`src/rtl/amc_pkg.sv`:
```
`timescale 1ns/1ps
package amc_pkg;

  typedef enum logic [3:0] {
    MD_INIT      = 4'd0,
    MD_WAIT_GRP  = 4'd1,
    MD_LOAD_GRP  = 4'd2,
    MD_WAIT_COEF = 4'd3,
    MD_LOAD_COEF = 4'd4,
    MD_WAIT_DATA = 4'd5,
    MD_RUN       = 4'd6,
    MD_HOLD      = 4'd7,
    MD_SLEEP     = 4'd8
  } mode_e;

  localparam int unsigned NUM_CH = 2;

endpackage

```
`src/rtl/amc_rst_sync.sv`:
```
`timescale 1ns/1ps
module amc_rst_sync #(
  parameter int unsigned STAGES = 2
) (
  input  logic clk,
  input  logic rst_n,
  output logic rst_sync_n
);

  logic [STAGES-1:0] sync_q;

  always_ff @(posedge clk or negedge rst_n) begin
    if (!rst_n) begin
      sync_q <= '0;
    end else begin
      sync_q <= {sync_q[STAGES-2:0], 1'b1};
    end
  end

  assign rst_sync_n = sync_q[STAGES-1];

endmodule

```
`src/rtl/amc_clear_seq.sv`:
```
`timescale 1ns/1ps
module amc_clear_seq #(
  parameter int unsigned CLR_CYCLES = 256
) (
  input  logic clk,
  input  logic rst_n,
  input  logic arm_i,
  input  logic start_i,
  output logic busy_o,
  output logic done_o
);

  localparam int unsigned CNT_W = (CLR_CYCLES > 1) ? $clog2(CLR_CYCLES) : 1;
  localparam logic [CNT_W-1:0] LAST = CNT_W'(CLR_CYCLES - 1);

  logic             busy_q, busy_d;
  logic [CNT_W-1:0] cnt_q, cnt_d;
  logic             cnt_en;

  assign done_o = busy_q && (cnt_q == LAST);
  assign cnt_en = busy_q || (arm_i && start_i);

  always_comb begin
    busy_d = busy_q;
    cnt_d  = cnt_q;
    if (!busy_q) begin
      if (arm_i && start_i) begin
        busy_d = 1'b1;
        cnt_d  = '0;
      end
    end else if (done_o) begin
      busy_d = 1'b0;
      cnt_d  = '0;
    end else begin
      cnt_d = cnt_q + 1'b1;
    end
  end

  always_ff @(posedge clk or negedge rst_n) begin
    if (!rst_n) begin
      busy_q <= 1'b0;
      cnt_q  <= '0;
    end else if (cnt_en) begin
      busy_q <= busy_d;
      cnt_q  <= cnt_d;
    end
  end

  assign busy_o = busy_q;

  assert_clr_bound_R2: assert property (@(posedge clk) disable iff (!rst_n)
    busy_q |=> (busy_q ? (cnt_q == $past(cnt_q) + 1'b1) : $past(done_o)))
    else $error("clear sequence stepped out of order");

endmodule

```
`src/rtl/amc_word_count.sv`:
```
`timescale 1ns/1ps
module amc_word_count #(
  parameter int unsigned IDX_W = 8
) (
  input  logic             clk,
  input  logic             rst_n,
  input  logic             clr_i,
  input  logic             inc_i,
  output logic [IDX_W-1:0] idx_o
);

  logic [IDX_W-1:0] idx_q, idx_d;
  logic             idx_en;

  assign idx_en = clr_i || inc_i;

  always_comb begin
    if (clr_i) idx_d = '0;
    else       idx_d = idx_q + 1'b1;
  end

  always_ff @(posedge clk or negedge rst_n) begin
    if (!rst_n)      idx_q <= '0;
    else if (idx_en) idx_q <= idx_d;
  end

  assign idx_o = idx_q;

endmodule

```
`src/rtl/amc_zero_run.sv`:
```
`timescale 1ns/1ps
module amc_zero_run #(
  parameter int unsigned ZERO_RUN = 800
) (
  input  logic clk,
  input  logic rst_n,
  input  logic active_i,
  input  logic vld_i,
  input  logic silent_i,
  output logic hit_o
);

  localparam int unsigned CNT_W = $clog2(ZERO_RUN + 1);
  localparam logic [CNT_W-1:0] LAST = CNT_W'(ZERO_RUN - 1);

  logic [CNT_W-1:0] run_q, run_d;
  logic             run_en;

  assign hit_o  = active_i && vld_i && silent_i && (run_q == LAST);
  assign run_en = !active_i || vld_i;

  always_comb begin
    if (!active_i || !silent_i) run_d = '0;
    else if (hit_o)             run_d = '0;
    else                        run_d = run_q + 1'b1;
  end

  always_ff @(posedge clk or negedge rst_n) begin
    if (!rst_n)      run_q <= '0;
    else if (run_en) run_q <= run_d;
  end

  assert_run_restart_R8: assert property (@(posedge clk) disable iff (!rst_n)
    (active_i && vld_i && !silent_i) |=> (run_q == '0))
    else $error("silence run not restarted by nonzero word");

  assert_run_fresh_R10: assert property (@(posedge clk) disable iff (!rst_n)
    (!active_i) |=> (run_q == '0))
    else $error("silence run survived leaving run mode");

endmodule

```
`src/rtl/audio_mode_ctrl.sv`:
```
`timescale 1ns/1ps
module audio_mode_ctrl
  import amc_pkg::*;
#(
  parameter int unsigned SAMP_W     = 16,
  parameter int unsigned GRP_WORDS  = 16,
  parameter int unsigned COEF_WORDS = 256,
  parameter int unsigned ZERO_RUN   = 800,
  parameter int unsigned CLR_CYCLES = 256
) (
  input  logic                          clk,
  input  logic                          rst_n,
  input  logic                          start_i,
  input  logic                          frame_i,
  input  logic                          host_rst_n_i,
  input  logic                          word_vld_i,
  input  logic [SAMP_W-1:0]             samp_l_i,
  input  logic [SAMP_W-1:0]             samp_r_i,
  output logic                          in_ready_o,
  output logic                          mem_clr_o,
  output logic                          samp_clr_o,
  output logic                          grp_ld_en_o,
  output logic                          coef_ld_en_o,
  output logic                          compute_en_o,
  output logic [$clog2(COEF_WORDS)-1:0] ld_idx_o,
  output logic [3:0]                    mode_o
);

  localparam int unsigned IDX_W = $clog2(COEF_WORDS);
  localparam logic [IDX_W-1:0] GRP_LAST  = IDX_W'(GRP_WORDS - 1);
  localparam logic [IDX_W-1:0] COEF_LAST = IDX_W'(COEF_WORDS - 1);

  logic rst_sync_n;

  amc_rst_sync #(.STAGES(2)) u_rst_sync (
    .clk        (clk),
    .rst_n      (rst_n),
    .rst_sync_n (rst_sync_n)
  );

  // per-channel zero detection
  logic [NUM_CH-1:0][SAMP_W-1:0] samp;
  logic [NUM_CH-1:0]             ch_nz;
  logic                          any_nz;

  assign samp[0] = samp_l_i;
  assign samp[1] = samp_r_i;

  for (genvar ch = 0; ch < NUM_CH; ch++) begin : g_ch
    assign ch_nz[ch] = |samp[ch];
  end

  assign any_nz = |ch_nz;

  mode_e state_q, state_d;

  // clearing sequence
  logic clr_busy, clr_done;

  amc_clear_seq #(.CLR_CYCLES(CLR_CYCLES)) u_clear (
    .clk     (clk),
    .rst_n   (rst_sync_n),
    .arm_i   (state_q == MD_INIT),
    .start_i (start_i),
    .busy_o  (clr_busy),
    .done_o  (clr_done)
  );

  // shared load index
  logic             idx_clr, idx_inc;
  logic [IDX_W-1:0] idx;

  assign idx_clr = (state_q == MD_WAIT_GRP) || (state_q == MD_WAIT_COEF);
  assign idx_inc = word_vld_i &&
                   ((state_q == MD_LOAD_GRP) || (state_q == MD_LOAD_COEF));

  amc_word_count #(.IDX_W(IDX_W)) u_idx (
    .clk   (clk),
    .rst_n (rst_sync_n),
    .clr_i (idx_clr),
    .inc_i (idx_inc),
    .idx_o (idx)
  );

  // silence run
  logic zero_hit;

  amc_zero_run #(.ZERO_RUN(ZERO_RUN)) u_zero (
    .clk      (clk),
    .rst_n    (rst_sync_n),
    .active_i (state_q == MD_RUN),
    .vld_i    (word_vld_i),
    .silent_i (!any_nz),
    .hit_o    (zero_hit)
  );

  // next-state logic
  always_comb begin
    state_d = state_q;
    unique case (state_q)
      MD_INIT:      if (clr_done) state_d = MD_WAIT_GRP;
      MD_WAIT_GRP:  if (frame_i) state_d = MD_LOAD_GRP;
      MD_LOAD_GRP:  if (word_vld_i && idx == GRP_LAST) state_d = MD_WAIT_COEF;
      MD_WAIT_COEF: if (frame_i) state_d = MD_LOAD_COEF;
      MD_LOAD_COEF: if (word_vld_i && idx == COEF_LAST) state_d = MD_WAIT_DATA;
      MD_WAIT_DATA: begin
        if (!host_rst_n_i) state_d = MD_HOLD;
        else if (frame_i)  state_d = MD_RUN;
      end
      MD_RUN: begin
        if (!host_rst_n_i) state_d = MD_HOLD;
        else if (zero_hit) state_d = MD_SLEEP;
      end
      MD_HOLD:      if (host_rst_n_i) state_d = MD_WAIT_DATA;
      MD_SLEEP: begin
        if (!host_rst_n_i)             state_d = MD_HOLD;
        else if (word_vld_i && any_nz) state_d = MD_RUN;
      end
      default:      state_d = MD_INIT;
    endcase
  end

  // state register
  always_ff @(posedge clk or negedge rst_sync_n) begin
    if (!rst_sync_n) state_q <= MD_INIT;
    else             state_q <= state_d;
  end

  // mode-decoded outputs
  assign in_ready_o   = (state_q != MD_INIT) && (state_q != MD_HOLD);
  assign mem_clr_o    = clr_busy;
  assign samp_clr_o   = (state_q == MD_HOLD);
  assign grp_ld_en_o  = (state_q == MD_LOAD_GRP);
  assign coef_ld_en_o = (state_q == MD_LOAD_COEF);
  assign compute_en_o = (state_q == MD_RUN);
  assign ld_idx_o     = idx;
  assign mode_o       = state_q;

  // checks
  assert_ready_low_clear_R2: assert property (@(posedge clk) disable iff (!rst_sync_n)
    mem_clr_o |-> !in_ready_o)
    else $error("ready raised while clearing");

  assert_grp_idx_R3: assert property (@(posedge clk) disable iff (!rst_sync_n)
    (state_q == MD_LOAD_GRP) |-> (idx < IDX_W'(GRP_WORDS)))
    else $error("group index past table end");

  assert_coef_done_R4: assert property (@(posedge clk) disable iff (!rst_sync_n)
    (state_q == MD_LOAD_COEF && word_vld_i && idx == COEF_LAST) |=> (state_q == MD_WAIT_DATA))
    else $error("coefficient load did not finish");

  assert_soft_entry_R6: assert property (@(posedge clk) disable iff (!rst_sync_n)
    ((state_q == MD_WAIT_DATA || state_q == MD_RUN || state_q == MD_SLEEP) && !host_rst_n_i)
      |=> (state_q == MD_HOLD))
    else $error("soft reset not taken");

  assert_soft_hold_R6: assert property (@(posedge clk) disable iff (!rst_sync_n)
    (state_q == MD_HOLD) |-> !mem_clr_o)
    else $error("tables cleared by soft reset");

  assert_load_ignore_R7: assert property (@(posedge clk) disable iff (!rst_sync_n)
    (state_q inside {MD_INIT, MD_WAIT_GRP, MD_LOAD_GRP, MD_WAIT_COEF, MD_LOAD_COEF})
      |=> (state_q != MD_HOLD))
    else $error("soft reset acted during set-up");

  assert_sleep_cause_R8: assert property (@(posedge clk) disable iff (!rst_sync_n)
    (state_q == MD_SLEEP && $past(state_q) == MD_RUN) |-> $past(word_vld_i && !any_nz))
    else $error("sleep entered without silent word");

  assert_wake_R9: assert property (@(posedge clk) disable iff (!rst_sync_n)
    (state_q == MD_SLEEP && host_rst_n_i && word_vld_i && any_nz) |=> (state_q == MD_RUN))
    else $error("nonzero word did not wake");

endmodule

```
`config.mk`:
```
export PLATFORM = sky130hd
export DESIGN_NAME = audio_mode_ctrl
export DESIGN_NICKNAME = d
export VERILOG_FILES = /design/src/rtl/amc_pkg.sv /design/src/rtl/amc_rst_sync.sv /design/src/rtl/amc_clear_seq.sv /design/src/rtl/amc_word_count.sv /design/src/rtl/amc_zero_run.sv /design/src/rtl/audio_mode_ctrl.sv
export SDC_FILE = /design/constraint.sdc
export NUM_CORES = 1
export LEC_CHECK = 0
export BUFFER_PORTS_ARGS = -buffer_cell sky130_fd_sc_hd__buf_2
export CORE_AREA = 2 2 69 71
export CTS_CLUSTER_SIZE = 24
export DETAILED_ROUTE_END_ITERATION = 7
export DIE_AREA = 0 0 71 73
export PLACE_DENSITY = 0.81
export RECOVER_POWER = 100
export SLEW_MARGIN = 40
export SYNTH_ARGS = -nofsm -noshare
export SYNTH_HDL_FRONTEND = slang
export SYNTH_SLANG_ARGS = --single-unit
```
`constraint.sdc`:
```
create_clock -name clk -period 1.49 [get_ports clk]
set_input_delay 0.2235 -clock clk [delete_from_list [all_inputs] [get_ports clk]]
set_output_delay 0.2235 -clock clk [all_outputs]
set_load 0.02 [all_outputs]
```
==> summary.md, run 1 <==
| Metric | Value |
|---|---|
| Critical Path Fanout Max | 3 |
| Die Height | 73 um |
| GR Util met2 | between 40% and 50% |
| Synth Register Bits | 33 |
| M3 GR Usage | 5.39% |
| Int Pwr | about 3.2 mW |
| Vias in the first global route | ~2,200 |
| Worst hold margin | approximately 0.13 ns |
| Pwr dens | roughly 1600 mW/mm^2 |
| Total global-route track usage | 25.1% |
| Peak Freq | 494 MHz |
| IO Pins | 56 |
| Run status | finished, violations left |
| Net Sw Power | 2.18 mW |
| Via density | 5.50 |
| Placer Congestion | a little over 0.9 |
| Fillers | 316 |
| Main synth FF type | dfrtp_1 |
| GR peak layer | met2 |
| Router iterations before antenna repair | 4 |
| Routed length per instance | 16.9 um |
| Share of layout cells above drive strength 1 | 57.1% |
| Final non-filler cell total | roughly 400 |
| Final Skew | around 0.0057 ns |
| Fin. Hold Viols | 0 |
| Static leakage | 1.53 nW |
| Placed inst area | about 0.0028 mm^2 |
| Min Tclk post-route | 2.03 ns |
| Final setup vio count | 35 |
| Avg Cell Area, Syn | 9.04 um^2 |
| Layout area overhead | 70.4% |
| Initial Util | between 40% and 50% |
| Antenna violations before repair | 0 |
| Antenna Diode Count | 0 |
| Core region area | between 0.004 and 0.005 mm^2 |
| Worst-margin pin slew | 0.612 ns |
| Worst skew pair latency | 0.29 ns |
| Worst slew margin | about three fifths |
| Cells after Synth | approximately 210 |
| CTS tree | done |
| Failing checks | setup timing |
| DP HPWL | 4230 um |
| Nets | 390 |
| Worst Hold Class | reg -> async |
| Clock transition at path regs | 0.08 ns |
| Peak VDD IR | 1.12 mV |
| Most common cell in the netlist | dfrtp_1 |
| Flop pwr share | between 20% and 30% |
| Seq. cell area | 833 um^2 |
| Die Wd | 71 um |
| Max clock buf depth | 2 |
| Mapped Nets | 255 |
| Number of synthesized flops with an enable pin | 0 |
| Setup crit end kind | flop |
| CTS H-tree depth | 2 |
| Setup slack after layout | -0.536 ns |
| Core Util, Final | 72.7% |
| YS warnings | 0 |
| Top post-synthesis cells by area | dfrtp_1, xor2_1, o21ai_0 |
| Clock group share of total power | 12.9% |
| Critical path class | reg -> reg |
| Required time worst endpoint | 1.67 ns |
| Antenna-violating nets left | 0 |
| Final instance area | ~0.0033 mm^2 |
| Critical path arrival | roughly 2.2 ns |
| Synth Cell Area | roughly 0.0019 mm^2 |
| Place WS | -0.638 ns |
| Register area share after synthesis | 42.7% |
| Ys async rst share | 100% |
| Switching share of power | 40.8% |
| Clk root buf | clkbuf_8 |
| Wire length of the first global-routing pass | 10,000 um |
| Netlist cell types | between 40 and 50 |
| Starting DRT DRC Count | 173 |
| RSZ-0062 raised after global routing | true |
| Num rows | 25 |
| Post-synth top area share | 42.7% |
| Via Count | 2,220 |
| Gr ovfl total | 0 |
| Final cycle utilization of the critical path | 136% |
| Largest net degree at the start of global routing | 25 |
| Die area | 0.00518 mm^2 |
| Max-slew violations | 0 |
| Grt met1 use | roughly 29% |
| PortBufs | 55 |
| Multi-input logic area | 0.00132 mm^2 |
| Top cells by count, synth | dfrtp_1, nand2_1, nor2_1 |
| CP startpoint kind | flop |
| Cells after DPL | 378 |
| Cell taking the most area after synthesis | dfrtp_1 |
| Clock sink count | 33 |
| DRC errors left | 0 |
| Max-Cap Viols | 0 |
| Combinational power share | ~63% |
| DRT Wirelength | just under 7000 um |
| CTS buffer count | 5 |
[metrics by stage]
step	setup TNS [ns]	total power [mW]
finish	-7.80	5.35
global route	-9.91	5.64
CTS	-5.30	4.95
detailed placement	-6.57	3.75
global placement	-5.08	3.64
floorplan	-3.92	2.73
[registers in the layout, summed over array words and instances (netlist names)]
signal,count
u_zero.run_q,10
u_clear.busy_o,1
mode_o,4
u_clear.cnt_q,8
u_rst_sync.sync_q,2
u_idx.idx_o,8
[critical path: stages, from the launching register on]
cell,delay [ns]
dfrtp_1,0.38
ha_2,0.20
and4_4,0.22
nand4_1,0.13
o311ai_2,0.25
buf_4,0.16
nand4_1,0.10
nand2b_4,0.19
mux2_4,0.29
[power by group through the flow]
stage               combinational, mW  clock (mW)  sequential, mW
global placement                 2.36           0            1.28
floorplan                        1.33           0            1.40
finish                           3.38       0.687            1.28
detailed placement               2.45           0            1.30
global route                     3.62       0.722            1.30
CTS                              3.01       0.675            1.26
[routing by layer]
| layer | vias to the layer above | share of wire (%) |
|---|---|---|
| met2 | 92 | 54 |
| met3 | 16 | 5.2 |
| li1 | 1042 | - |
| met5 | - | 0 |
| met1 | 1070 | 39 |
| met4 | 0 | 2.0 |
[cells by family (layout without fill, tap and decap cells)]
kind of cell / after synthesis / in the layout / share of synthesized area [%]
simple gates: 105 / 105 / 31.3
buf+inv: 12 / 148 / 2.46
flops: 33 / 33 / 42.7
other cells: 1 / 1 / 0.194
fa+ha+maj: 3 / 3 / 1.94
mux: 4 / 4 / 2.59
xor+xnor: 13 / 13 / 5.88
compound gates: 43 / 43 / 13.0
[cell type report]
cell class | instances | share of cell area [%]
Multi-Input combinational cell | 169 | 40.1
Timing Repair Buffer | 134 | 29.3
Sequential cell | 33 | 25.3
Clock buffer | 5 | 2.09
Tap cell | 54 | 2.05
Inverter | 6 | 0.683
Clock inverter | 3 | 0.531
[worst paths after layout]
check	slack, ns	end	cells past startpoint	start
hold reg to reg	0.13	u_clear.cnt_q[2]	0	u_rst_sync.sync_q[1]
setup reg to reg	-0.54	mode_o[2]	8	u_zero.run_q[1]
min in group clk	0.32	u_clear.cnt_q[0]	4	start_i
hold / removal	0.13	u_clear.cnt_q[2]	0	u_rst_sync.sync_q[1]
setup / recovery	-0.54	mode_o[2]	8	u_zero.run_q[1]
max in group asynchronous	0.43	u_idx.idx_o[5]	1	u_rst_sync.sync_q[1]
[layout by cell type, fill, tap and decap left out, types with 3 or more instances in the layout]
master    instances
buf_4            62
buf_2            49
dfrtp_1          27
nand2_1          20
buf_6            18
nor2_1           16
nand4_1          11
xor2_1            9
o21ai_1           8
a21oi_1           8
o21ai_0           6
inv_1             6
dfrtp_2           6
and3_1            5
a21oi_2           5
o21ai_2           5
nor4_2            5
clkbuf_8          5
nor2_2            4
nor2b_1           4
nor4_1            4
nor4b_4           3
nand2b_4          3
nand3_1           3
o21a_1            3
or3_4             3
[what timing repair did]
| action | CTS | global route |
|---|---|---|
| endpoints found under the hold margin | 2 | 0 |
| buffers inserted | 11 | 9 |
| pin swaps | 23 | 16 |
| hold buffers | 1 | 0 |
| resized for setup | 41 | 29 |
| endpoints found under the setup margin | 32 | 36 |
(Power assumes the default switching activity.)
==> run 2: changes to the inputs <==
==> constraint.sdc (replaced) <==
create_clock -name clk -period 1.49 [get_ports clk]
set_input_delay 0.298 -clock clk [delete_from_list [all_inputs] [get_ports clk]]
set_output_delay 0.298 -clock clk [all_outputs]
set_load 0.02 [all_outputs]
==> summary.md, run 2 (synthesis gave the netlist of run 1 again) <==
| Metric | Value |
|---|---|
| Vias in the first global route | 2,233 |
| Place WS | -0.671 ns |
| Max-Cap Viols | 0 |
| Switching share of power | 38.7% |
| DRT Wirelength | 7100 um |
| Via density | 5.63 |
| Final cycle utilization of the critical path | 139% |
| Run status | finished, violations left |
| Flop pwr share | 22.0% |
| RSZ-0062 raised after global routing | true |
| Setup slack after layout | -0.576 ns |
| R2R cell count | 8 |
| Worst slew margin | between 50% and 60% |
| Min Tclk post-route | 2.07 ns |
| Gr ovfl total | 0 |
| Die area | between 0.005 and 0.006 mm^2 |
| Antenna-violating nets left | 0 |
| Worst Hold Class | reg -> async |
| Multi-input logic area | 0.00133 mm^2 |
| Max-slew violations | 0 |
| Required time worst endpoint | 1.67 ns |
| IO Pins | 56 |
| CTS H-tree depth | 2 |
| Core region area | 0.00454 mm^2 |
| Worst-margin pin slew | 0.633 ns |
| CP startpoint kind | flop |
| Critical path class | reg -> reg |
| Int Pwr | 3.47 mW |
| Seq. cell area | between 800 and 900 um^2 |
| Worst setup path startpoint | u_zero.run_q[1] |
| CTS tree | done |
| Routed length per instance | 17.4 um |
| Num rows | 25 |
| Worst skew pair latency | around 0.29 ns |
| Die Wd | 71 um |
| Reg-to-reg slack, setup | -0.58 ns |
| Critical path arrival | roughly 2.3 ns |
| Via Count | 2,292 |
| Net Sw Power | 2.19 mW |
| Crit path to | mode_o[2] |
| Reg2reg end | mode_o[2] |
| Largest net degree at the start of global routing | 25 |
| Clock group share of total power | 15.1% |
| Placer Congestion | 0.927 |
| Core Util, Final | 74.6% |
| Peak Freq | 484 MHz |
| Fillers | 286 |
| Router iterations before antenna repair | 4 |
| Clock transition at path regs | 0.08 ns |
| Setup crit end kind | flop |
| PortBufs | 55 |
| Final Skew | 0.0125 ns |
| Wire length of the first global-routing pass | 10,200 um |
| Clock sink count | 33 |
| Max clock buf depth | 2 |
| Peak VDD IR | ~1.1 mV |
| Share of layout cells above drive strength 1 | 53.5% |
| CTS buffer count | 5 |
| Most frequent cells in the layout | buf_4, buf_2, dfrtp_1, buf_6, nand2_1 |
| Antenna violations before repair | 0 |
| Pwr dens | approximately 1700 mW/mm^2 |
| Starting DRT DRC Count | 206 |
| Fin. Hold Viols | 0 |
| Static leakage | roughly 1.5 nW |
| Layout area overhead | 74.9% |
| Antenna Diode Count | 0 |
| Nets | 393 |
| RR Startpoint | u_zero.run_q[1] |
| Initial Util | 42.7% |
| Final setup vio count | 35 |
| Largest reg by FF count | u_zero.run_q |
| Total global-route track usage | 25.7% |
| Combinational power share | 62.9% |
| Commonest non-fill, non-tap cell in the layout | buf_4 |
| Clk root buf | clkbuf_8 |
| DP HPWL | 4160 um |
| Largest register FFs | 10 |
| Critical Path Fanout Max | 3 |
| Failing checks | setup timing |
| Die Height | 73 um |
| DRC errors left | 0 |
[run 2: final cells by class]
| class | instances | share of cell area, % |
|---|---|---|
| multi-input cells | 169 | 39.2 |
| clock buffers | 5 | 2.03 |
| repair buffers | 137 | 30.1 |
| inverters | 6 | 0.665 |
| clock inverters | 3 | 1.37 |
| flip-flops and latches | 33 | 24.6 |
| well taps | 54 | 2.00 |
[run 2: repair_timing]
| action | CTS | global route |
|---|---|---|
| hold buffers | 1 | 0 |
| endpoints found under the setup margin | 32 | 37 |
| pin swaps | 24 | 21 |
| hold endpoints to repair | 2 | 0 |
| buffers inserted | 14 | 11 |
| gates resized for setup | 54 | 30 |
[run 2: per-stage QoR]
stage	cells	hold slack (ns)	setup TNS, ns	power, mW	instance area (um^2)
final	407	0.117	-7.99	5.66	3390
after global placement	382	0.0828	-5.77	3.76	2840
after CTS	403	0.153	-7.03	5.41	3280
after detailed placement	382	0.0866	-6.88	3.87	2840
after floorplan	214	0.00241	-4.11	2.74	2020
after global routing	407	0.150	-9.91	5.96	3390
[run 2: how the worst min path moves through the flow]
stage / endpoint / slack (ns) / cells after the start
after detailed placement: u_rst_sync.sync_q[1] / 0.09 / 1
after global routing: u_clear.cnt_q[4] / 0.15 / 0
final: u_clear.cnt_q[4] / 0.12 / 0
after floorplan: u_rst_sync.sync_q[0] / 0.002 / 0
after global placement: u_rst_sync.sync_q[0] / 0.08 / 1
after CTS: u_clear.cnt_q[4] / 0.15 / 0
[run 2: power groups by stage]
stage | Clock, mW | Combinational (mW) | Sequential (mW)
finish | 0.858 | 3.56 | 1.24
global route | 0.903 | 3.79 | 1.26
CTS | 0.867 | 3.31 | 1.24
detailed placement | 0 | 2.60 | 1.27
global placement | 0 | 2.51 | 1.26
floorplan | 0 | 1.34 | 1.40
[run 2: layer usage]
| metal | global-route usage (%) | vias to the layer above | share of wire [%] |
|---|---|---|---|
| met5 | 0 | - | 0 |
| met4 | 8.39 | 0 | 3.9 |
| met3 | 5.80 | 26 | 6.0 |
| met2 | 49.6 | 115 | 53 |
| met1 | 27.6 | 1103 | 37 |
| li1 | - | 1048 | - |
[run 2: critical path, cell delays in order, from the launching register on]
cell and delay, ns:
dfrtp_1 0.38, ha_2 0.19, and4_4 0.22, nand4_1 0.11, o311ai_2 0.31, buf_4 0.17, nand4_1 0.10, nand2b_4 0.19
mux2_4 0.29
